==> config.mk <==
export PLATFORM = sky130hd
export DESIGN_NAME = seg_xlate
export DESIGN_NICKNAME = d
export VERILOG_FILES = /design/src/rtl/seg_xlate_pkg.sv /design/src/rtl/seg_fetch.sv /design/src/rtl/seg_cache.sv /design/src/rtl/seg_check.sv /design/src/rtl/seg_xlate.sv
export SDC_FILE = /design/constraint.sdc
export NUM_CORES = 1
export LEC_CHECK = 0
export ABC_CLOCK_PERIOD_IN_PS = 6100
export BUFFER_PORTS_ARGS = -buffer_cell sky130_fd_sc_hd__buf_4
export CAP_MARGIN = 10
export CELL_PAD_IN_SITES_DETAIL_PLACEMENT = 0
export CELL_PAD_IN_SITES_GLOBAL_PLACEMENT = 1
export CORE_ASPECT_RATIO = 1.1
export CORE_MARGIN = 2
export CORE_UTILIZATION = 51
export DETAILED_ROUTE_END_ITERATION = 10
export PLACE_DENSITY_LB_ADDON = 0.1
export SLEW_MARGIN = 10
export SYNTH_ARGS = -nofsm -noshare
export SYNTH_HDL_FRONTEND = slang
export SYNTH_SLANG_ARGS = --single-unit
==> constraint.sdc <==
create_clock -name clk -period 6.1 [get_ports clk]
set_input_delay 0.915 -clock clk [delete_from_list [all_inputs] [get_ports clk]]
set_output_delay 0.915 -clock clk [all_outputs]
set_load 0.03 [all_outputs]
==> src/rtl/seg_xlate_pkg.sv <==
package seg_xlate_pkg;
   localparam int LIN_W = 32;
   localparam int SEL_W = 16;

   // field positions in the second descriptor word
   localparam int D_LIM_LSB = 0;
   localparam int D_GRAN    = 20;
   localparam int D_WR      = 21;
   localparam int D_RD      = 22;
   localparam int D_PRES    = 23;

   // selector fields
   localparam int S_TABLE   = 2;
   localparam int S_IDX_LSB = 3;

   typedef struct packed {
      logic             vld;
      logic [LIN_W-1:0] base;
      logic [LIN_W-1:0] elim;
      logic             wr;
      logic             rd;
   } seg_ent_t;

   typedef enum logic [2:0] {
      F_IDLE  = 3'd0,
      F_REQ0  = 3'd1,
      F_WAIT0 = 3'd2,
      F_REQ1  = 3'd3,
      F_WAIT1 = 3'd4
   } fetch_st_t;
endpackage

==> src/rtl/seg_fetch.sv <==
module seg_fetch
   import seg_xlate_pkg::*;
#(
   parameter int SEG_IW  = 3,
   parameter int TLIM_W  = 16,
   parameter int LIM_W   = 20,
   parameter int GRAN_SH = 12,
   parameter bit GRAN_EN = 1'b1
) (
   input  logic              clk,
   input  logic              rst_n,
   input  logic [LIN_W-1:0]  gtab_base,
   input  logic [TLIM_W-1:0] gtab_lim,
   input  logic [LIN_W-1:0]  ltab_base,
   input  logic [TLIM_W-1:0] ltab_lim,
   input  logic              ld_valid,
   input  logic [SEG_IW-1:0] ld_seg,
   input  logic [SEL_W-1:0]  ld_sel,
   output logic              ld_ready,
   output logic              ld_done,
   output logic              ld_fault,
   output logic              mem_req_valid,
   input  logic              mem_req_ready,
   output logic [LIN_W-1:0]  mem_req_addr,
   input  logic              mem_rsp_valid,
   input  logic [LIN_W-1:0]  mem_rsp_data,
   output logic              busy,
   output logic [SEG_IW-1:0] fseg,
   output logic              wr_en,
   output seg_ent_t          wr_ent
);
   localparam int IDX_W = SEL_W - S_IDX_LSB;
   localparam int EXT_W = LIM_W + GRAN_SH;
   localparam int TOP_W = SEL_W + 1;

   fetch_st_t           st_q;
   logic [LIN_W-1:0]    daddr_q;
   logic [LIN_W-1:0]    w0_q;
   logic [SEG_IW-1:0]   fseg_q;
   logic                done_q, fault_q;

   logic [IDX_W-1:0]    idx;
   logic                use_local;
   logic [TOP_W-1:0]    last_byte;
   logic [TOP_W-1:0]    tab_lim_ext;
   logic [LIN_W-1:0]    tab_base;
   logic                tab_over;
   logic [LIN_W-1:0]    daddr;
   logic [LIM_W-1:0]    lim;
   logic                gran, present;
   logic [LIN_W-1:0]    elim;
   logic                unused_sel;
   logic                unused_hi;

   assign idx         = ld_sel[SEL_W-1:S_IDX_LSB];
   assign use_local   = ld_sel[S_TABLE];
   assign unused_sel  = ^ld_sel[S_TABLE-1:0];
   assign last_byte   = TOP_W'({idx, 3'b111});
   assign tab_lim_ext = TOP_W'(use_local ? ltab_lim : gtab_lim);
   assign tab_base    = use_local ? ltab_base : gtab_base;
   assign tab_over    = last_byte > tab_lim_ext;
   assign daddr       = tab_base + LIN_W'({idx, 3'b000});

   assign lim     = mem_rsp_data[D_LIM_LSB +: LIM_W];
   assign gran    = mem_rsp_data[D_GRAN];
   assign present = mem_rsp_data[D_PRES];
   assign unused_hi = ^mem_rsp_data[LIN_W-1:D_PRES+1];

   generate
      if (GRAN_EN) begin : g_gran
         assign elim = gran ? LIN_W'({lim, {GRAN_SH{1'b1}}}) : LIN_W'(lim);
      end else begin : g_bytes
         logic unused_gran;
         assign unused_gran = gran;
         assign elim = LIN_W'(lim);
      end
   endgenerate

   always_ff @(posedge clk or negedge rst_n) begin
      if (!rst_n) begin
         st_q    <= F_IDLE;
         daddr_q <= '0;
         w0_q    <= '0;
         fseg_q  <= '0;
         done_q  <= 1'b0;
         fault_q <= 1'b0;
      end else begin
         done_q  <= 1'b0;
         fault_q <= 1'b0;
         case (st_q)
            F_IDLE: begin
               if (ld_valid) begin
                  fseg_q <= ld_seg;
                  if (tab_over) begin
                     done_q  <= 1'b1;
                     fault_q <= 1'b1;
                  end else begin
                     daddr_q <= daddr;
                     st_q    <= F_REQ0;
                  end
               end
            end
            F_REQ0:  if (mem_req_ready) st_q <= F_WAIT0;
            F_WAIT0: begin
               if (mem_rsp_valid) begin
                  w0_q <= mem_rsp_data;
                  st_q <= F_REQ1;
               end
            end
            F_REQ1:  if (mem_req_ready) st_q <= F_WAIT1;
            F_WAIT1: begin
               if (mem_rsp_valid) begin
                  done_q  <= 1'b1;
                  fault_q <= ~present;
                  st_q    <= F_IDLE;
               end
            end
            default: st_q <= F_IDLE;
         endcase
      end
   end

   assign ld_ready      = (st_q == F_IDLE);
   assign ld_done       = done_q;
   assign ld_fault      = fault_q;
   assign busy          = (st_q != F_IDLE);
   assign fseg          = fseg_q;
   assign mem_req_valid = (st_q == F_REQ0) || (st_q == F_REQ1);
   assign mem_req_addr  = (st_q == F_REQ1) ? daddr_q + LIN_W'(4) : daddr_q;

   assign wr_en       = (st_q == F_WAIT1) && mem_rsp_valid && present;
   assign wr_ent.vld  = 1'b1;
   assign wr_ent.base = w0_q;
   assign wr_ent.elim = elim;
   assign wr_ent.wr   = mem_rsp_data[D_WR];
   assign wr_ent.rd   = mem_rsp_data[D_RD];
endmodule

==> src/rtl/seg_cache.sv <==
module seg_cache
   import seg_xlate_pkg::*;
#(
   parameter int NSEG   = 6,
   parameter int SEG_IW = 3
) (
   input  logic              clk,
   input  logic              rst_n,
   input  logic              wr_en,
   input  logic [SEG_IW-1:0] wr_idx,
   input  seg_ent_t          wr_ent,
   input  logic [SEG_IW-1:0] rd_idx,
   output seg_ent_t          rd_ent
);
   seg_ent_t ents [NSEG];

   generate
      for (genvar i = 0; i < NSEG; i++) begin : g_ent
         always_ff @(posedge clk or negedge rst_n) begin
            if (!rst_n) begin
               ents[i] <= '0;
            end else if (wr_en && (wr_idx == SEG_IW'(i))) begin
               ents[i] <= wr_ent;
            end
         end
      end
   endgenerate

   always_comb begin
      rd_ent = '0;
      for (int i = 0; i < NSEG; i++) begin
         if (rd_idx == SEG_IW'(i)) rd_ent = ents[i];
      end
   end
endmodule

==> src/rtl/seg_check.sv <==
module seg_check
   import seg_xlate_pkg::*;
(
   input  seg_ent_t         ent,
   input  logic [LIN_W-1:0] off,
   input  logic             is_write,
   output logic             ok,
   output logic [LIN_W-1:0] lin
);
   logic in_range;
   logic right_ok;

   assign in_range = off <= ent.elim;
   assign right_ok = is_write ? ent.wr : ent.rd;
   assign ok       = ent.vld && in_range && right_ok;
   assign lin      = ent.base + off;
endmodule

==> src/rtl/seg_xlate.sv <==
module seg_xlate
   import seg_xlate_pkg::*;
#(
   parameter int NSEG    = 6,
   parameter int SEG_IW  = 3,
   parameter int TLIM_W  = 16,
   parameter int LIM_W   = 20,
   parameter int GRAN_SH = 12,
   parameter bit GRAN_EN = 1'b1
) (
   input  logic              clk,
   input  logic              rst_n,
   input  logic [31:0]       gtab_base,
   input  logic [TLIM_W-1:0] gtab_lim,
   input  logic [31:0]       ltab_base,
   input  logic [TLIM_W-1:0] ltab_lim,
   input  logic              ld_valid,
   input  logic [SEG_IW-1:0] ld_seg,
   input  logic [15:0]       ld_sel,
   output logic              ld_ready,
   output logic              ld_done,
   output logic              ld_fault,
   output logic              mem_req_valid,
   input  logic              mem_req_ready,
   output logic [31:0]       mem_req_addr,
   input  logic              mem_rsp_valid,
   input  logic [31:0]       mem_rsp_data,
   input  logic              acc_valid,
   input  logic [SEG_IW-1:0] acc_seg,
   input  logic [31:0]       acc_off,
   input  logic              acc_write,
   output logic              acc_ready,
   output logic              lin_valid,
   output logic [31:0]       lin_addr,
   output logic              acc_fault
);
   generate
      if (NSEG < 1 || NSEG > (1 << SEG_IW)) begin : g_bad_nseg
         $error("seg_xlate: NSEG must fit in SEG_IW bits");
      end
      if (LIM_W + GRAN_SH > LIN_W) begin : g_bad_lim
         $error("seg_xlate: scaled limit wider than linear address");
      end
      if (TLIM_W < 3 || TLIM_W > SEL_W) begin : g_bad_tlim
         $error("seg_xlate: table limit width out of range");
      end
      if (D_PRES >= LIN_W - 1) begin : g_bad_fields
         $error("seg_xlate: descriptor flag layout does not fit");
      end
   endgenerate

   logic              busy;
   logic [SEG_IW-1:0] fseg;
   logic              wr_en;
   seg_ent_t          wr_ent;
   seg_ent_t          rd_ent;
   logic              chk_ok;
   logic [LIN_W-1:0]  chk_lin;
   logic              acc_take;
   logic              lv_q, af_q;
   logic [LIN_W-1:0]  la_q;

   seg_fetch #(
      .SEG_IW (SEG_IW),
      .TLIM_W (TLIM_W),
      .LIM_W  (LIM_W),
      .GRAN_SH(GRAN_SH),
      .GRAN_EN(GRAN_EN)
   ) u_fetch (
      .clk          (clk),
      .rst_n        (rst_n),
      .gtab_base    (gtab_base),
      .gtab_lim     (gtab_lim),
      .ltab_base    (ltab_base),
      .ltab_lim     (ltab_lim),
      .ld_valid     (ld_valid),
      .ld_seg       (ld_seg),
      .ld_sel       (ld_sel),
      .ld_ready     (ld_ready),
      .ld_done      (ld_done),
      .ld_fault     (ld_fault),
      .mem_req_valid(mem_req_valid),
      .mem_req_ready(mem_req_ready),
      .mem_req_addr (mem_req_addr),
      .mem_rsp_valid(mem_rsp_valid),
      .mem_rsp_data (mem_rsp_data),
      .busy         (busy),
      .fseg         (fseg),
      .wr_en        (wr_en),
      .wr_ent       (wr_ent)
   );

   seg_cache #(
      .NSEG  (NSEG),
      .SEG_IW(SEG_IW)
   ) u_cache (
      .clk   (clk),
      .rst_n (rst_n),
      .wr_en (wr_en),
      .wr_idx(fseg),
      .wr_ent(wr_ent),
      .rd_idx(acc_seg),
      .rd_ent(rd_ent)
   );

   seg_check u_check (
      .ent     (rd_ent),
      .off     (acc_off),
      .is_write(acc_write),
      .ok      (chk_ok),
      .lin     (chk_lin)
   );

   assign acc_ready = !(busy && (acc_seg == fseg));
   assign acc_take  = acc_valid && acc_ready;

   always_ff @(posedge clk or negedge rst_n) begin
      if (!rst_n) begin
         lv_q <= 1'b0;
         af_q <= 1'b0;
         la_q <= '0;
      end else begin
         lv_q <= acc_take && chk_ok;
         af_q <= acc_take && !chk_ok;
         if (acc_take && chk_ok) la_q <= chk_lin;
      end
   end

   assign lin_valid = lv_q;
   assign acc_fault = af_q;
   assign lin_addr  = la_q;
endmodule

After elaboration in Yosys (flattened, before gate mapping)
Index checks and enable logic that the tools add are counted.
{"block": "op_classes", "n_eq_ne": 21, "n_div": 0, "n_bitwise": 2, "multipliers": 0, "magnitude_cmp": 2, "muxes": 24, "reduce_logical": 25, "shift": 0, "add_sub_neg": 3}
{"op": "67-bit two-way mux", "count": 6}
{"op": "32-bit two-way mux", "count": 3}
{"op": "32-bit by 16-bit adder with 32-bit output", "count": 1}
{"op": "32-bit by 3-bit adder with 32-bit output (second input constant)", "count": 1}
{"op": "32-bit adder", "count": 1}
{"op": "32-bit <= comparator", "count": 1}
{"op": "3-bit by 2-bit equality test with 1-bit output (second input constant)", "count": 6}
{"op": "3-bit two-way mux", "count": 6}
{"op": "16-bit by 17-bit > comparator with 1-bit output", "count": 1}
{"op": "16-bit two-way mux", "count": 1}
{"op": "3-bit equality test (second input constant)", "count": 5}
{"op": "3-bit case mux with 5 select lines", "count": 1}
{"op": "1-bit logical AND", "count": 14}
{"op": "2-bit != test (second input constant)", "count": 6}
{"op": "3-bit by 1-bit equality test with 1-bit output (second input constant)", "count": 3}
{"op": "3-bit logical NOT", "count": 3}
{"op": "6-bit AND reduction", "count": 1}
{"op": "1-bit two-way mux", "count": 5}
{"op": "1-bit case mux with 2 select lines", "count": 2}
{"op": "2-bit AND reduction", "count": 2}
{"op": "3-bit equality test", "count": 1}
{"op": "3-bit AND reduction", "count": 1}
{"op": "3-bit nonzero test", "count": 1}
{"op": "1-bit logical NOT", "count": 2}
{"op": "2 further kinds", "count": 3}
{"block": "word_totals", "regBits": 508, "romBits": 0, "ramBits": 0, "memories": 0, "output_inout_bits": 71, "wordCells": 116, "latch_bits": 0}

Longest topological paths before layout
{"block": "logic_depth", "depth_word": 12, "depth_mapped": 18, "ltp_nobuf": 14}

Cells and area by module
A second synthesis with hierarchy kept.
{"block": "hier_totals", "hier_cells": 2350, "area_unflattened_um2": 28028.1}
{"module": "seg_cache", "cells_per_inst": 1318, "seq_area_each_um2": 10059.6, "area_each_um2": 18348.8, "instances": 1}
{"module": "seg_fetch", "cells_per_inst": 551, "seq_area_each_um2": 1801.7, "area_each_um2": 5509.0, "instances": 1}
{"module": "seg_check", "cells_per_inst": 403, "seq_area_each_um2": 0.0, "area_each_um2": 2821.5, "instances": 1}
{"module": "seg_xlate", "cells_per_inst": 78, "seq_area_each_um2": 850.8, "area_each_um2": 1348.8, "instances": 1}

Worst setup path before layout
No wires, ideal clock.
{"block": "synth_timing", "kind": "input-to-reg", "from": "input acc_seg[0]", "to": "register la_q[24] (netlist: lin_addr[24])", "setup_slack_ps": 1380, "t_arrival_ps": 4656, "path_buffers": 4, "setup_time_ps": 64, "cell_stages": 16, "path_cell_list": "buf_2 > buf_2 > buf_2 > buf_1 > mux2i_1 > o21ai_0 > ha_1 > fa_1 > a21oi_1 > o211ai_1 > a221oi_2 > o221ai_2 > a21o_1 > or4_1 > a31oi_1 > a21o_1"}
{"block": "synth_between", "elab_chain_cells": 11}
{"item": "from (decl)", "line": "seg_xlate.sv:29", "text": "input logic [SEG_IW-1:0] acc_seg,"}
{"item": "3-bit logical NOT", "line": "seg_cache.sv:32", "text": "if (rd_idx == SEG_IW'(i)) rd_ent = ents[i];"}
{"item": "67-bit two-way mux (6 in a row)", "line": "seg_cache.sv:32"}
{"item": "32-bit <= comparator", "line": "seg_check.sv:13", "text": "assign in_range = off <= ent.elim;"}
{"item": "1-bit logical AND (2 in a row)", "line": "seg_check.sv:15", "text": "assign ok = ent.vld && in_range && right_ok;"}
{"item": "1-bit logical AND", "line": "seg_xlate.sv:125", "text": "if (acc_take && chk_ok) la_q <= chk_lin;"}
{"item": "to (signal assigned)", "line": "seg_xlate.sv:125"}
{"item": "to (decl)", "line": "seg_xlate.sv:61", "text": "logic [LIN_W-1:0] la_q;"}
Parallel ways exist; a longest one is shown, timed or not.
A chain may end at the register's enable or synchronous reset.

Worst setup path in the final report
{"block": "layout_timing", "from": "input acc_seg[0]", "to": "register la_q[25] (netlist: lin_addr[25])"}
Same word-level chain as after synthesis.

==> metrics.log <==
INFO  metric crit_family = simple AND/OR/NAND/NOR gates
INFO  metric worst_ir_drop_vdd = just over 0.3 mV
INFO  metric cp_cell_sequence = clkbuf_8, nor2b_1, and2_1, a222oi_1, ha_1, a21oi_1, o21ai_1, a311oi_1, a31oi_1, or4_1, a211o_2, clkinv_1, mux2_2
INFO  metric setup-tns-final = 0 ns
INFO  metric max_freq = 207.9 MHz
INFO  metric synth.most_common_cell = sky130_fd_sc_hd__nand2_1
INFO  metric avgSynthCellArea = around 10 µm²
INFO  metric fin_crit = 4.811 ns
INFO  metric setup_viol = 0
INFO  metric synth.cell_area = 0.02607 mm²
INFO  metric p_int = between 7 and 8 mW
INFO  metric grt-busiest-layer = met2
INFO  metric design.portCount = 260
INFO  metric ant_nets_after_route = 0
INFO  metric maximum_number_of_pins_on_one_net_before_global_route_repair = 174
INFO  metric hpwl = slightly above 50 mm
INFO  metric timing.critical_path.slowest_stage_cell = sky130_fd_sc_hd__and2_1
INFO  metric postSynth.asyncResetShare = 1.000
INFO  metric htree_levels = 2
INFO  metric drt_pre_antenna_iters = 7
INFO  metric synthDistinctLibCells = between 70 and 80
INFO  metric ys_top_cells_by_area = sky130_fd_sc_hd__dfrtp_1 49%, sky130_fd_sc_hd__mux2_2 9.4%, sky130_fd_sc_hd__nand2_1 7.9%
INFO  metric wire_length_of_the_first_global_routing_pass = 115.0 mm
INFO  metric floorplan_core_area = 0.05025 mm²
INFO  metric power.combinational.fraction = 0.260
INFO  metric synth_seq_area_share = 0.4877
INFO  metric wire_per_inst = around 22 µm
INFO  metric cts-root-buf = sky130_fd_sc_hd__clkbuf_16
INFO  metric cp.required = 6.60 ns
INFO  metric first_global_vias = 19.72k
INFO  metric post_synth_edffs = 0
INFO  metric ys_dominant_reg_cell = sky130_fd_sc_hd__dfrtp_1
INFO  metric seq_cells_post_synth = 508
INFO  metric holdCritPathClass = input port to async pin
INFO  metric p_total = 11.07 mW
INFO  metric dieHeight = around 240 µm
INFO  metric critPathKind = input port to register
INFO  metric layout_area_growth_over_synthesis = 16.80%
INFO  metric synth_warnings = 0
INFO  metric tritoncts.num_buffers = 54
INFO  metric groute.layer.met3.usage = 0.03579
INFO  metric groute.layer.met1.usage = 0.3928
INFO  metric max-slew-margin-rel = 0.2510
INFO  metric globalRoute.totalOverflow = 0
INFO  metric netlist_instances = 2520
INFO  metric number_of_antenna_violations_at_the_first_check_in_global_routing = 0
INFO  metric final_core_util = 0.6059
INFO  metric cts_hold_buf = 0
INFO  metric port-buffer-count = 257
INFO  metric cts-root-to-sink-buffers = 3
INFO  metric worstMarginPinSlew = 1.112 ns
INFO  metric post_synth_most_frequent_cells = 547 x sky130_fd_sc_hd__nand2_1, 508 x sky130_fd_sc_hd__dfrtp_1, 290 x sky130_fd_sc_hd__o21ai_0, 217 x sky130_fd_sc_hd__mux2_2, 109 x sky130_fd_sc_hd__clkbuf_1
INFO  metric static-leakage-power = 14.74 nW
INFO  metric grt_setup_unrepaired = no
INFO  metric outcome = finished clean
INFO  metric finalHoldViolCount = 0
INFO  metric crit_fanout = 27
INFO  metric design_area = 0.03045 mm²
INFO  metric placement.cell_area = 0.02862 mm²
INFO  metric synth_top_area_share = 0.4877
INFO  metric viasPerCell = 5.763
INFO  metric worst-endpoint-arrival = ~5.3 ns
INFO  metric reg2reg_from = u_cache.ents[168]$_DFFE_PN0P_
INFO  metric power_density = between 300 and 400 mW/mm²
INFO  metric drc_violations = 0
INFO  metric swShare = 0.3271
INFO  metric destination_of_the_worst_register_to_register_timing_path = lin_addr[24]$_DFFE_PN0P_
INFO  metric drive_gt1_frac = 0.2391
INFO  metric final_cycle_utilization_of_the_critical_path = 0.7887
INFO  metric synth_fp_nets = around 2.8k
INFO  metric clock_power_frac = 0.304
INFO  metric cp_num_buf_inv = 2
INFO  metric ff2ff_path_depth = 13
INFO  metric post-cts-setup-buffer-count = 0
INFO  metric critPathCaptureType = register
INFO  metric type_of_origin_of_the_critical_path = input port
INFO  metric ant_diodes = 0
INFO  metric clock_sinks = 508
INFO  metric floorplan.die_area = 0.05294 mm²
INFO  metric drt_total_wl = 74.54 mm
INFO  metric maxCapViolCount = 0
INFO  metric whs = 0.2905 ns
INFO  metric yosysTopAreaCell = sky130_fd_sc_hd__dfrtp_1
INFO  metric report.final.slew_viol_count = 0
INFO  metric worst_skew_pair.late_latency = 0.63 ns
INFO  metric register_to_register_setup_slack = 1.83 ns
INFO  metric groute.usage.overall = 0.2852
INFO  metric fin_nets = 3005
INFO  metric fp.dieW = 219.6 µm
INFO  metric finClkSkew = 0.02838 ns
INFO  metric effective_utilization_at_floorplan = 0.5187
INFO  metric drt_iter0_markers = 1450
INFO  metric gp_congestion = roughly 0.87
INFO  metric num_vias = 19.73k
INFO  metric power.switching = 3.622 mW
INFO  metric global_route.usage.met2 = 0.4833
INFO  metric tritoncts = yes
INFO  metric crit_path_max_incr_delay = 0.69 ns
INFO  metric postCtsResizedCells = 0
INFO  metric n_fill_cell = 4262
INFO  metric path_clk_slew = 0.06 ns
INFO  metric row_count = 86
INFO  metric share_seq_of_total_power = 0.436
## power by group through the flow
stage	registers, mW	logic, mW	clock network [mW]
after floorplan	4.84	1.79	0
after global placement	4.81	2.83	0
after detailed placement	4.87	2.89	0
after CTS	4.81	2.90	3.44
after global routing	4.94	3.16	3.58
final	4.82	2.88	3.37
## layer usage
metal	routed length [µm]	share of wire	vias up
met4	1532	0.021	0
met3	3574	0.048	85
met1	32940	0.44	9887
met5	0	0	-
met2	36490	0.49	490
li1	-	-	9271
## layout by cell type, fill, tap and decap left out, types with 5 or more instances in the layout
master | netlist | final
sky130_fd_sc_hd__clkbuf_8 | 0 | 13
sky130_fd_sc_hd__nand3b_1 | 5 | 5
sky130_fd_sc_hd__nand3_1 | 39 | 36
sky130_fd_sc_hd__ha_1 | 90 | 90
sky130_fd_sc_hd__or2_2 | 8 | 8
sky130_fd_sc_hd__a21oi_1 | 89 | 89
sky130_fd_sc_hd__o21a_1 | 5 | 5
sky130_fd_sc_hd__nor3_1 | 7 | 7
sky130_fd_sc_hd__o21ai_0 | 290 | 290
sky130_fd_sc_hd__inv_1 | 24 | 23
sky130_fd_sc_hd__clkinv_2 | 0 | 7
sky130_fd_sc_hd__clkbuf_16 | 0 | 54
sky130_fd_sc_hd__and3_1 | 18 | 18
sky130_fd_sc_hd__a311oi_1 | 6 | 6
sky130_fd_sc_hd__nand4_1 | 18 | 18
sky130_fd_sc_hd__clkbuf_1 | 109 | 13
sky130_fd_sc_hd__o211ai_1 | 10 | 10
sky130_fd_sc_hd__a211oi_1 | 5 | 5
sky130_fd_sc_hd__nor2b_1 | 16 | 16
sky130_fd_sc_hd__bufinv_16 | 0 | 5
sky130_fd_sc_hd__o21ai_1 | 7 | 7
sky130_fd_sc_hd__buf_4 | 2 | 292
sky130_fd_sc_hd__nand2_1 | 547 | 546
sky130_fd_sc_hd__mux4_2 | 38 | 38
sky130_fd_sc_hd__mux2_2 | 217 | 217
sky130_fd_sc_hd__nand2b_1 | 11 | 11
sky130_fd_sc_hd__a31oi_1 | 9 | 9
sky130_fd_sc_hd__o21bai_1 | 9 | 9
sky130_fd_sc_hd__a222oi_1 | 23 | 23
sky130_fd_sc_hd__o31ai_1 | 6 | 6
sky130_fd_sc_hd__mux2i_1 | 108 | 108
sky130_fd_sc_hd__xnor2_1 | 51 | 51
sky130_fd_sc_hd__nor2_1 | 81 | 80
sky130_fd_sc_hd__xor2_1 | 34 | 34
sky130_fd_sc_hd__a21o_1 | 21 | 21
sky130_fd_sc_hd__dfrtp_1 | 508 | 508
sky130_fd_sc_hd__nor3b_1 | 5 | 5
sky130_fd_sc_hd__and2_1 | 7 | 7
## stage by stage
step	instances	worst slack, ns
3_5_place_dp	3328	0.6928
4_1_cts	3424	1.336
3_3_place_gp	3328	0.5847
6_report	3424	1.289
5_1_grt	3424	1.061
2_1_floorplan	2520	1.380
## final cells by class
type                            count  area [µm²]  area share
Clock buffer                       79        1565     0.05141
Clock inverter                     17       256.5    0.008425
Inverter                           25       93.84    0.003082
Multi-Input combinational cell   1839       12730      0.4182
Sequential cell                   508       12710      0.4175
Tap cell                          660       825.8     0.02712
Timing Repair Buffer              296        2261     0.07426
## state kept, by name, summed over array words and instances, names as in the netlist
register and flops:
lin_valid 1, u_fetch.fseg 3, lin_addr 32, u_fetch.w0_q 32, u_fetch.ld_fault 1, u_fetch.st_q 3
acc_fault 1, u_fetch.ld_done 1, u_fetch.daddr_q 32, u_cache.ents 402
## worst max-delay path by stage
stage                     startpoint                        to  slack, ns  cells past startpoint
final                     acc_seg[0]  lin_addr[25]$_DFFE_PN0P_       1.29                     13
after global routing      acc_seg[0]   lin_addr[0]$_DFFE_PN0P_       1.06                     14
after CTS                 acc_seg[0]  lin_addr[25]$_DFFE_PN0P_       1.34                     13
after detailed placement  acc_seg[0]   lin_addr[0]$_DFFE_PN0P_       0.69                     13
after global placement    acc_seg[0]  lin_addr[25]$_DFFE_PN0P_       0.58                     13
after floorplan           acc_seg[0]  lin_addr[24]$_DFFE_PN0P_       1.38                     16
## kinds of logic after synthesis
group                    count (synthesis)  synth area share
AND/OR/NAND/NOR                        786            0.1281
buffers and inverters                  173           0.02645
AO/OA/AOI/OAI                          513            0.1165
flip-flops                             508            0.4877
multiplexers                           363            0.1681
adder cells (fa/ha/maj)                 92           0.04474
XOR/XNOR                                85           0.02856
No activity file was read; power rests on OpenSTA's default activity.
